<file path="config.mk">
export PLATFORM = sky130hd
export DESIGN_NAME = frac_acc_add
export DESIGN_NICKNAME = d
export VERILOG_FILES = /design/src/rtl/frac_acc_pkg.sv /design/src/rtl/frac_align.sv /design/src/rtl/frac_sum_flags.sv /design/src/rtl/frac_acc_add.sv
export SDC_FILE = /design/constraint.sdc
export NUM_CORES = 1
export LEC_CHECK = 0
export ABC_AREA = 1
export BUFFER_PORTS_ARGS = -buffer_cell sky130_fd_sc_hd__buf_2
export CORE_ASPECT_RATIO = 1.1
export CORE_MARGIN = 2
export CORE_UTILIZATION = 35
export CTS_CLUSTER_SIZE = 10
export DETAILED_ROUTE_END_ITERATION = 6
export PLACE_DENSITY = 0.64
export SYNTH_ARGS = -nofsm -noshare
export SYNTH_HDL_FRONTEND = slang
export SYNTH_SLANG_ARGS = --single-unit
</file>
<file path="constraint.sdc">
create_clock -name clk -period 4.15 [get_ports clk]
set_input_delay 1.0375 -clock clk [delete_from_list [all_inputs] [get_ports clk]]
set_output_delay 1.0375 -clock clk [all_outputs]
set_load 0.03 [all_outputs]
</file>
<file path="src/rtl/frac_acc_pkg.sv">
package frac_acc_pkg;

    typedef enum logic [1:0] {
        SRC_WORD    = 2'd0,
        SRC_LONG    = 2'd1,
        SRC_ACC     = 2'd2,
        SRC_ACC_ALT = 2'd3
    } src_kind_e;

    typedef struct packed {
        logic c;
        logic v;
        logic z;
        logic n;
        logic e;
    } flags_t;

endpackage

</file>
<file path="src/rtl/frac_align.sv">
module frac_align
    import frac_acc_pkg::*;
#(
    parameter int WORD_W = 24,
    parameter int EXT_W  = 8
) (
    input  logic [1:0]                    kind,
    input  logic [EXT_W+2*WORD_W-1:0]     src,
    output logic [EXT_W+2*WORD_W-1:0]     aligned
);
    localparam int LONG_W = 2 * WORD_W;
    localparam int ACC_W  = EXT_W + LONG_W;

    logic [WORD_W-1:0] word_part;
    logic [LONG_W-1:0] long_part;

    assign word_part = src[WORD_W-1:0];
    assign long_part = src[LONG_W-1:0];

    always_comb begin
        case (src_kind_e'(kind))
            SRC_WORD: aligned = {{EXT_W{word_part[WORD_W-1]}}, word_part, {WORD_W{1'b0}}};
            SRC_LONG: aligned = {{EXT_W{long_part[LONG_W-1]}}, long_part};
            default:  aligned = src[ACC_W-1:0];
        endcase
    end

    // a word source never carries low-fraction bits
    always_comb begin
        if (kind == 2'd0) begin
            AST_WORD_LOW_ZERO: assert (aligned[WORD_W-1:0] == '0);
        end
    end
endmodule

</file>
<file path="src/rtl/frac_sum_flags.sv">
module frac_sum_flags
    import frac_acc_pkg::*;
#(
    parameter int ACC_W = 56,
    parameter int EXT_W = 8
) (
    input  logic [ACC_W-1:0] dst,
    input  logic [ACC_W-1:0] addend,
    output logic [ACC_W-1:0] sum,
    output flags_t           flags
);
    localparam int GUARD_W = EXT_W + 1;

    logic [ACC_W:0]       wide;
    logic [GUARD_W-1:0]   guard;

    always_comb begin
        wide  = {1'b0, dst} + {1'b0, addend};
        sum   = wide[ACC_W-1:0];
        guard = sum[ACC_W-1 -: GUARD_W];
        flags.c = wide[ACC_W];
        flags.v = (dst[ACC_W-1] == addend[ACC_W-1]) && (sum[ACC_W-1] != dst[ACC_W-1]);
        flags.z = (sum == '0);
        flags.n = sum[ACC_W-1];
        flags.e = !((&guard) || (~|guard));
    end
endmodule

</file>
<file path="src/rtl/frac_acc_add.sv">
module frac_acc_add
    import frac_acc_pkg::*;
#(
    parameter int WORD_W = 24,
    parameter int EXT_W  = 8
) (
    input  logic                           clk,
    input  logic                           rst,
    input  logic                           en,
    input  logic [1:0]                     src_kind,
    input  logic [EXT_W+2*WORD_W-1:0]      src_bus,
    input  logic                           dst_sel,
    output logic [EXT_W+2*WORD_W-1:0]      acc_a,
    output logic [EXT_W+2*WORD_W-1:0]      acc_b,
    output logic                           flag_c,
    output logic                           flag_v,
    output logic                           flag_z,
    output logic                           flag_n,
    output logic                           flag_e
);
    localparam int LONG_W = 2 * WORD_W;
    localparam int ACC_W  = EXT_W + LONG_W;

    typedef struct packed {
        logic [ACC_W-1:0] a;
        logic [ACC_W-1:0] b;
        flags_t           f;
    } state_t;

    state_t           st_d, st_q;
    logic [ACC_W-1:0] aligned;
    logic [ACC_W-1:0] dst_cur;
    logic [ACC_W-1:0] sum;
    flags_t           sum_flags;

    frac_align #(.WORD_W(WORD_W), .EXT_W(EXT_W)) u_align (
        .kind    (src_kind),
        .src     (src_bus),
        .aligned (aligned)
    );

    assign dst_cur = dst_sel ? st_q.b : st_q.a;

    frac_sum_flags #(.ACC_W(ACC_W), .EXT_W(EXT_W)) u_sum (
        .dst    (dst_cur),
        .addend (aligned),
        .sum    (sum),
        .flags  (sum_flags)
    );

    always_comb begin
        st_d = st_q;
        if (en) begin
            if (dst_sel) st_d.b = sum;
            else         st_d.a = sum;
            st_d.f = sum_flags;
        end
    end

    always_ff @(posedge clk) begin
        if (rst) st_q <= '0;
        else     st_q <= st_d;
    end

    assign acc_a  = st_q.a;
    assign acc_b  = st_q.b;
    assign flag_c = st_q.f.c;
    assign flag_v = st_q.f.v;
    assign flag_z = st_q.f.z;
    assign flag_n = st_q.f.n;
    assign flag_e = st_q.f.e;

    logic warm_q;
    always_ff @(posedge clk) begin
        if (rst) warm_q <= 1'b0;
        else     warm_q <= 1'b1;
    end

    AST_RESET_CLEAR: assert property (@(posedge clk) disable iff (rst)
        $fell(rst) |-> (acc_a == '0 && acc_b == '0 && st_q.f == '0));

    AST_IDLE_HOLD: assert property (@(posedge clk) disable iff (rst || !warm_q)
        !$past(en) |-> ($stable(acc_a) && $stable(acc_b) && $stable(st_q.f)));

    AST_B_KEPT: assert property (@(posedge clk) disable iff (rst || !warm_q)
        ($past(en) && !$past(dst_sel)) |-> $stable(acc_b));

    AST_A_KEPT: assert property (@(posedge clk) disable iff (rst || !warm_q)
        ($past(en) && $past(dst_sel)) |-> $stable(acc_a));

    AST_ZERO_NEG_A: assert property (@(posedge clk) disable iff (rst || !warm_q)
        ($past(en) && !$past(dst_sel)) |-> (flag_z == (acc_a == '0) && flag_n == acc_a[ACC_W-1]));

    AST_EXT_FLAG_B: assert property (@(posedge clk) disable iff (rst || !warm_q)
        ($past(en) && $past(dst_sel)) |->
        (flag_e == !((&acc_b[ACC_W-1 -: EXT_W+1]) || (~|acc_b[ACC_W-1 -: EXT_W+1]))));

    AST_OVERFLOW_A: assert property (@(posedge clk) disable iff (rst || !warm_q)
        ($past(en) && !$past(dst_sel)) |->
        (flag_v == (($past(aligned[ACC_W-1]) == $past(acc_a[ACC_W-1])) &&
                    (acc_a[ACC_W-1] != $past(acc_a[ACC_W-1])))));

    AST_CARRY_A: assert property (@(posedge clk) disable iff (rst || !warm_q)
        ($past(en) && !$past(dst_sel)) |->
        (flag_c == (acc_a < $past(acc_a))));
endmodule

</file>
# ---- After elaboration in Yosys (flattened, before gate mapping)
# Cells that the tools add are included.
dict set report totals {
  register_bits 117
  input_bits 62
  output_inout_bits 117
  word_cells 24
}
dict set report classes {
  add_sub_neg 1
  n_eq_ne 3
  mux 2
  bitwise 1
  n_reduce_logical 10
}
# op count
set ops {}
lappend ops {{case mux 56 bit (2 select lines)} 1}
lappend ops {{adder 56 x 56 -> 57 bit} 1}
lappend ops {{logical NOT 56 bit} 1}
lappend ops {{2-to-1 mux 56 bit} 1}
lappend ops {{AND reduction 9 bit} 1}
lappend ops {{OR reduction 9 bit} 1}
lappend ops {{AND reduction 2 bit} 2}
lappend ops {{equality test 2 x 1 -> 1 bit (second input constant)} 1}
lappend ops {{logical NOT 1 bit} 2}
lappend ops {{logical NOT 2 bit} 1}
lappend ops {{equality test 1 bit} 1}
lappend ops {{logical AND 1 bit} 1}
lappend ops {{logical OR 1 bit} 1}
lappend ops {{inequality test 1 bit} 1}
lappend ops {{inverter 1 bit} 1}

# ---- Depth between registers and ports, before layout
dict set report logic_depth {
  depth_word 7
  depth_mapped 25
  depth_no_buf 23
}

# ---- Cells and area by module
# From an unflattened synthesis, not the netlist that was laid out.
dict set report unflattened {
  cells_unflattened 2151
  hier_area_um2 11617.4
}
# module instances cells_each area_per_inst_um2 seq_area_each_um2
set modules_own_cells {}
lappend modules_own_cells {frac_sum_flags 1 1187 5612.9 0.0}
lappend modules_own_cells {frac_acc_add 1 815 5378.9 2342.2}
lappend modules_own_cells {frac_align 1 149 625.6 0.0}

# ---- Worst setup path before layout
# Ideal clock, no wire load.
dict set report synth_timing {
  path_kind {input -> register}
  startpoint {in dst_sel}
  endpoint {reg st_q, in the netlist flag_z}
  setup_time_ns 0.067
  t_arrival_ns 3.636
  required_ns 4.083
  slack_ns 0.447
  cell_stages 22
  n_path_buf 2
  cell_sequence {clkbuf_1 > inv_2 > clkbuf_1 > nand2_1 > nand2_1 > ha_1 > fa_1 > nand2_1 > nand3_1 > nand3_1 > nand2_1 > nand2_1 > nand2_2 > xnor2_1 > nand3_1 > nor2_1 > nand2_1 > nor2_1 > nand2_1 > nor2_2 > nand3_2 > a21oi_2}
}
dict set report synth_between {
  elab_chain_cells 3
}
# element line
set synth_rtl {}
lappend synth_rtl {{from (decl)} frac_acc_add.sv:12} ;# input logic dst_sel,
lappend synth_rtl {{2-to-1 mux 56 bit} frac_acc_add.sv:42} ;# assign dst_cur = dst_sel ? st_q.b : st_q.a;
lappend synth_rtl {{adder 56 x 56 -> 57 bit} frac_sum_flags.sv:18} ;# wide = {1'b0, dst} + {1'b0, addend};
lappend synth_rtl {{logical NOT 56 bit} frac_sum_flags.sv:23} ;# flags.z = (sum == '0);
lappend synth_rtl {{to (signal assigned)} frac_acc_add.sv:62} ;# else st_q <= st_d;
lappend synth_rtl {{to (decl)} frac_acc_add.sv:30} ;# state_t st_d, st_q;
# No other way between the ends.
# A chain may end at the register's enable or synchronous reset.

# ---- Final worst setup path
dict set report layout_timing {
  startpoint {in src_kind[0]}
  endpoint {reg st_q, in the netlist flag_z}
}
dict set report layout_between {
  elab_chain_cells 4
}
# element line
set layout_rtl {}
lappend layout_rtl {{from (decl)} frac_acc_add.sv:10} ;# input logic [1:0] src_kind,
lappend layout_rtl {{equality test 2 x 1 -> 1 bit / logical NOT 2 bit (equally long branches)} frac_align.sv:21} ;# case (src_kind_e'(kind))
lappend layout_rtl {{case mux 56 bit (2 select lines) *} frac_align.sv:21}
lappend layout_rtl {{adder 56 x 56 -> 57 bit *} frac_sum_flags.sv:18}
lappend layout_rtl {{logical NOT 56 bit *} frac_sum_flags.sv:23}
# Every way passes the cells marked *; elsewhere a longest branch is shown, timed or not.

==> flow_summary_export.csv <==
group,metric,value,unit
status,status,"finished clean",
finish,area_growth,36.59,%
yosys,syn_nets,2027,
die,die_y,186.7,µm
yosys,synth_area_leaders,"dfxtp_1 (22%), nand2_1 (22%), inv_1 (14%)",
sta,finalSetupViolCount,0,
routing,firstDrtPassIters,6,
sta,holdWs,0.4943,ns
finish,nFillCells,3199,
die,core_area,29730,µm²
die,ios,179,
setup_path,slowest_stage,"ha_1",
placed_design,port_buffers,178,
routing,drt_iter0_markers,993,
yosys,syn_inst,1908,
yosys,yosysSeqAreaShare,22.04,%
clocking,cts_tree,"built",
die,num_rows,66,
finish,diodes,0,
global_route,overflow,0,
sta,slew_headroom,46.56,%
setup_path,reg2reg_slack,0.99,ns
setup_path,crit_type,"input pin to flip-flop",
clocking,cts_buffers,17,
clocking,cts_hold_buffers,0,
placed_design,place_area,13850,µm²
setup_path,cp_common_cell,"nand2_1",
finish,drive_gt1_share,24.01,%
setup_path,end_kind,"flip-flop",
global_route,grt_max_degree,72,
yosys,syn_area,10630,µm²
global_route,grt_pass1_vias,11914,
worst_hold_path,min_path_type,"flip-flop to flip-flop",
yosys,synth_cell_type_count,33,
sta,rsz0062_at_grt,"false",
sta,fin_crit,3.846,ns
clocking,clk_pin_slew,0.07,ns
yosys,yosysWarningCount,0,
setup_path,critPathRequiredTime,4.52,ns
setup_path,rr_startpoint,"acc_a[5]",
setup_path,crit_chain,"buf_2 -> nor2_4 -> buf_12 -> buf_4 -> nor2_1 -> a21oi_2 -> ha_1 -> nand2_1 -> inv_1 -> a21oi_1 -> nor2_1 -> nor2_1 -> nand2_1 -> buf_4 -> a21oi_1 -> nand2_1 -> nand2_1 -> nand2_1 -> nor2_1 -> nand3_1 -> nor2_2 -> nand3_2 -> a21oi_2",
yosys,syn_area_per_cell,5.569,µm²
sta,min_period_over_period,92.68,%
setup_path,rr_worst_depth,22,
clocking,clockBufferDepth,2,
setup_path,critical_path.endpoint,"flag_z",
clocking,cts_root_buf,"clkbuf_16",
sta,tightest_slew,0.8016,ns
sta,fin_worst_skew,0.01463,ns
routing,drc,0,
routing,wl,43400,µm
die,start_util,35.74,%
sta,timing.final.max_slew_violations,0,
die,die_area,31770,µm²
routing,ant_nets,0,
finish,instances_no_fill,2702,
placed_design,placedCellCount,2668,
pwr,finalPower,5275,µW
sta,fmax,260.0,MHz
finish,finalNetCount,2434,
finish,finalInstanceArea,14510,µm²
setup_path,critPathLaunchType,"input pin",
clocking,h-tree-depth,4,
yosys,synth_area_leader_cell,"dfxtp_1",
yosys,synth.top_cell.area_share,22.04,%
sta,timing.final.ws_setup,0.3038,ns
placed_design,post-place-ws,-0.2933,ns
setup_path,cpPeakStageDelay,0.34,ns
routing,via_per_inst,4.808,
global_route,grt_antenna_before_repair,0,
setup_path,critPathLaunch,"src_kind[0]",
global_route,track_usage,27.13,%
sta,hold_violations,0,
pwr,max-vdd-ir-drop,0.0002349,V
pwr,cellPowerDensity,363.5,nW/µm²
routing,num_vias,12991,
setup_path,path_max_fanout,18,
placed_design,gp_congestion,0.9992,
setup_path,crit_arrival,4.22,ns
clocking,clkLatencyLatePin,0.43,ns
routing,wl_per_cell,16.06,µm
run,maxCapViolations,0,
die,die_x,170.1,µm
global_route,grt_first_pass_wirelength,66130,µm
clocking,clkSinkCount,117,
setup_path,r2r-end,"flag_e",
yosys,ys_ff_latch,117,
pwr,p_leak,0.008866,µW
placed_design,place_hpwl,35990,µm
-- metal layers --
metal,up-vias,share of wire [%],global-route usage (%)
li1,6664,-,-
met1,5874,48,39.33
met2,412,43,41.57
met3,41,6.0,3.181
met4,0,2.6,8.810
met5,-,0,0
-- Yosys cell counts --
master	number
ha_1	56
a21o_1	2
dlygate4sd1_1	1
nand3_1	60
nor3_1	5
a21oi_2	6
or2_1	2
inv_2	9
nor3_2	4
and2_1	1
xnor2_1	9
buf_6	1
clkbuf_1	47
a31oi_1	1
inv_1	391
o21ai_0	87
nand3b_2	1
buf_1	7
nor2_4	4
nand3b_1	8
fa_1	1
nand2_1	617
nor2_2	15
nand4_1	8
xor2_1	12
o211ai_1	64
dfxtp_1	117
nor2_1	205
o21bai_1	6
nand3_2	9
a21oi_1	119
nand2_2	31
o21ai_1	2
-- kinds of logic (layout without fill, tap and decap cells) --
logic type                 count (synthesis)  in the layout  synth area share (%)
and+or+nand+nor                          970            970                 37.78
buffers and inverters                    456            876                 16.23
adders and majority gates                 57             57                 6.783
AOI/OAI and AO/OA                        287            287                 15.44
DFF                                      117            117                 22.04
xor gates and xnor gates                  21             21                 1.731
-- repair_timing --
action                                  CTS  global route
endpoints found under the setup margin    0             2
resized for setup                         0             1
setup buffers                             0             1
-- through the flow --
| step | TNS [ns] | util [%] |
|---|---|---|
| 2_1_floorplan | 0 | - |
| 3_3_place_gp | -1.196 | 46.57 |
| 3_5_place_dp | -0.9779 | 46.57 |
| 4_1_cts | 0 | 48.70 |
| 5_1_grt | 0 | 48.82 |
| 6_report | 0 | 48.82 |
-- cell usage in the layout, fill, tap and decap left out, types with 10 or more instances in the layout --
master,n
dfxtp_1,117
ha_1,56
a21oi_1,118
inv_2,10
clkbuf_16,18
nor2_1,203
inv_1,390
o21ai_0,87
xor2_1,12
nor2_2,15
buf_2,178
nand2_2,31
nand3_1,60
nand2_1,617
buf_4,258
o211ai_1,64
-- sequential cells by signal, summed over array words and instances, names as in the netlist --
register / count
acc_a: 56
flag_n: 1
flag_c: 1
acc_b: 56
flag_z: 1
flag_v: 1
flag_e: 1
-- worst min-delay path by stage --
stage / startpoint / end / cells past startpoint / slack (ns)
after floorplan: flag_e / flag_e / 2 / 0.59
after global placement: flag_v / flag_v / 2 / 0.47
after detailed placement: flag_e / flag_e / 2 / 0.48
after CTS: flag_e / flag_e / 2 / 0.49
after global routing: flag_z / flag_z / 2 / 0.54
final: flag_e / flag_e / 2 / 0.49
-- area by class of cell --
cell class | count | area [µm²] | share of cell area (%)
inverter | 400 | 1501 | 10.35
tap | 374 | 467.9 | 3.224
sequential | 117 | 2342 | 16.14
multi-input combinational | 1335 | 6578 | 45.32
clock inverter | 12 | 163.9 | 1.129
clock buffer | 20 | 466.7 | 3.216
timing repair buffer | 444 | 2993 | 20.62
-- power by group --
| group | switching (µW) | internal (µW) |
|---|---|---|
| clock | 647 | 1000 |
| combinational | 1410 | 929 |
| sequential | 67.7 | 1220 |
-- worst max-delay path: cells and delay by family --
kind                     cells  cell delay (ns)
AO/OA/AOI/OAI                4             0.81
adder cells (fa/ha/maj)      1             0.34
buffers and inverters        5             0.62
AND/OR/NAND/NOR             13             1.36
Note: power is estimated with default switching activity, not from simulation.
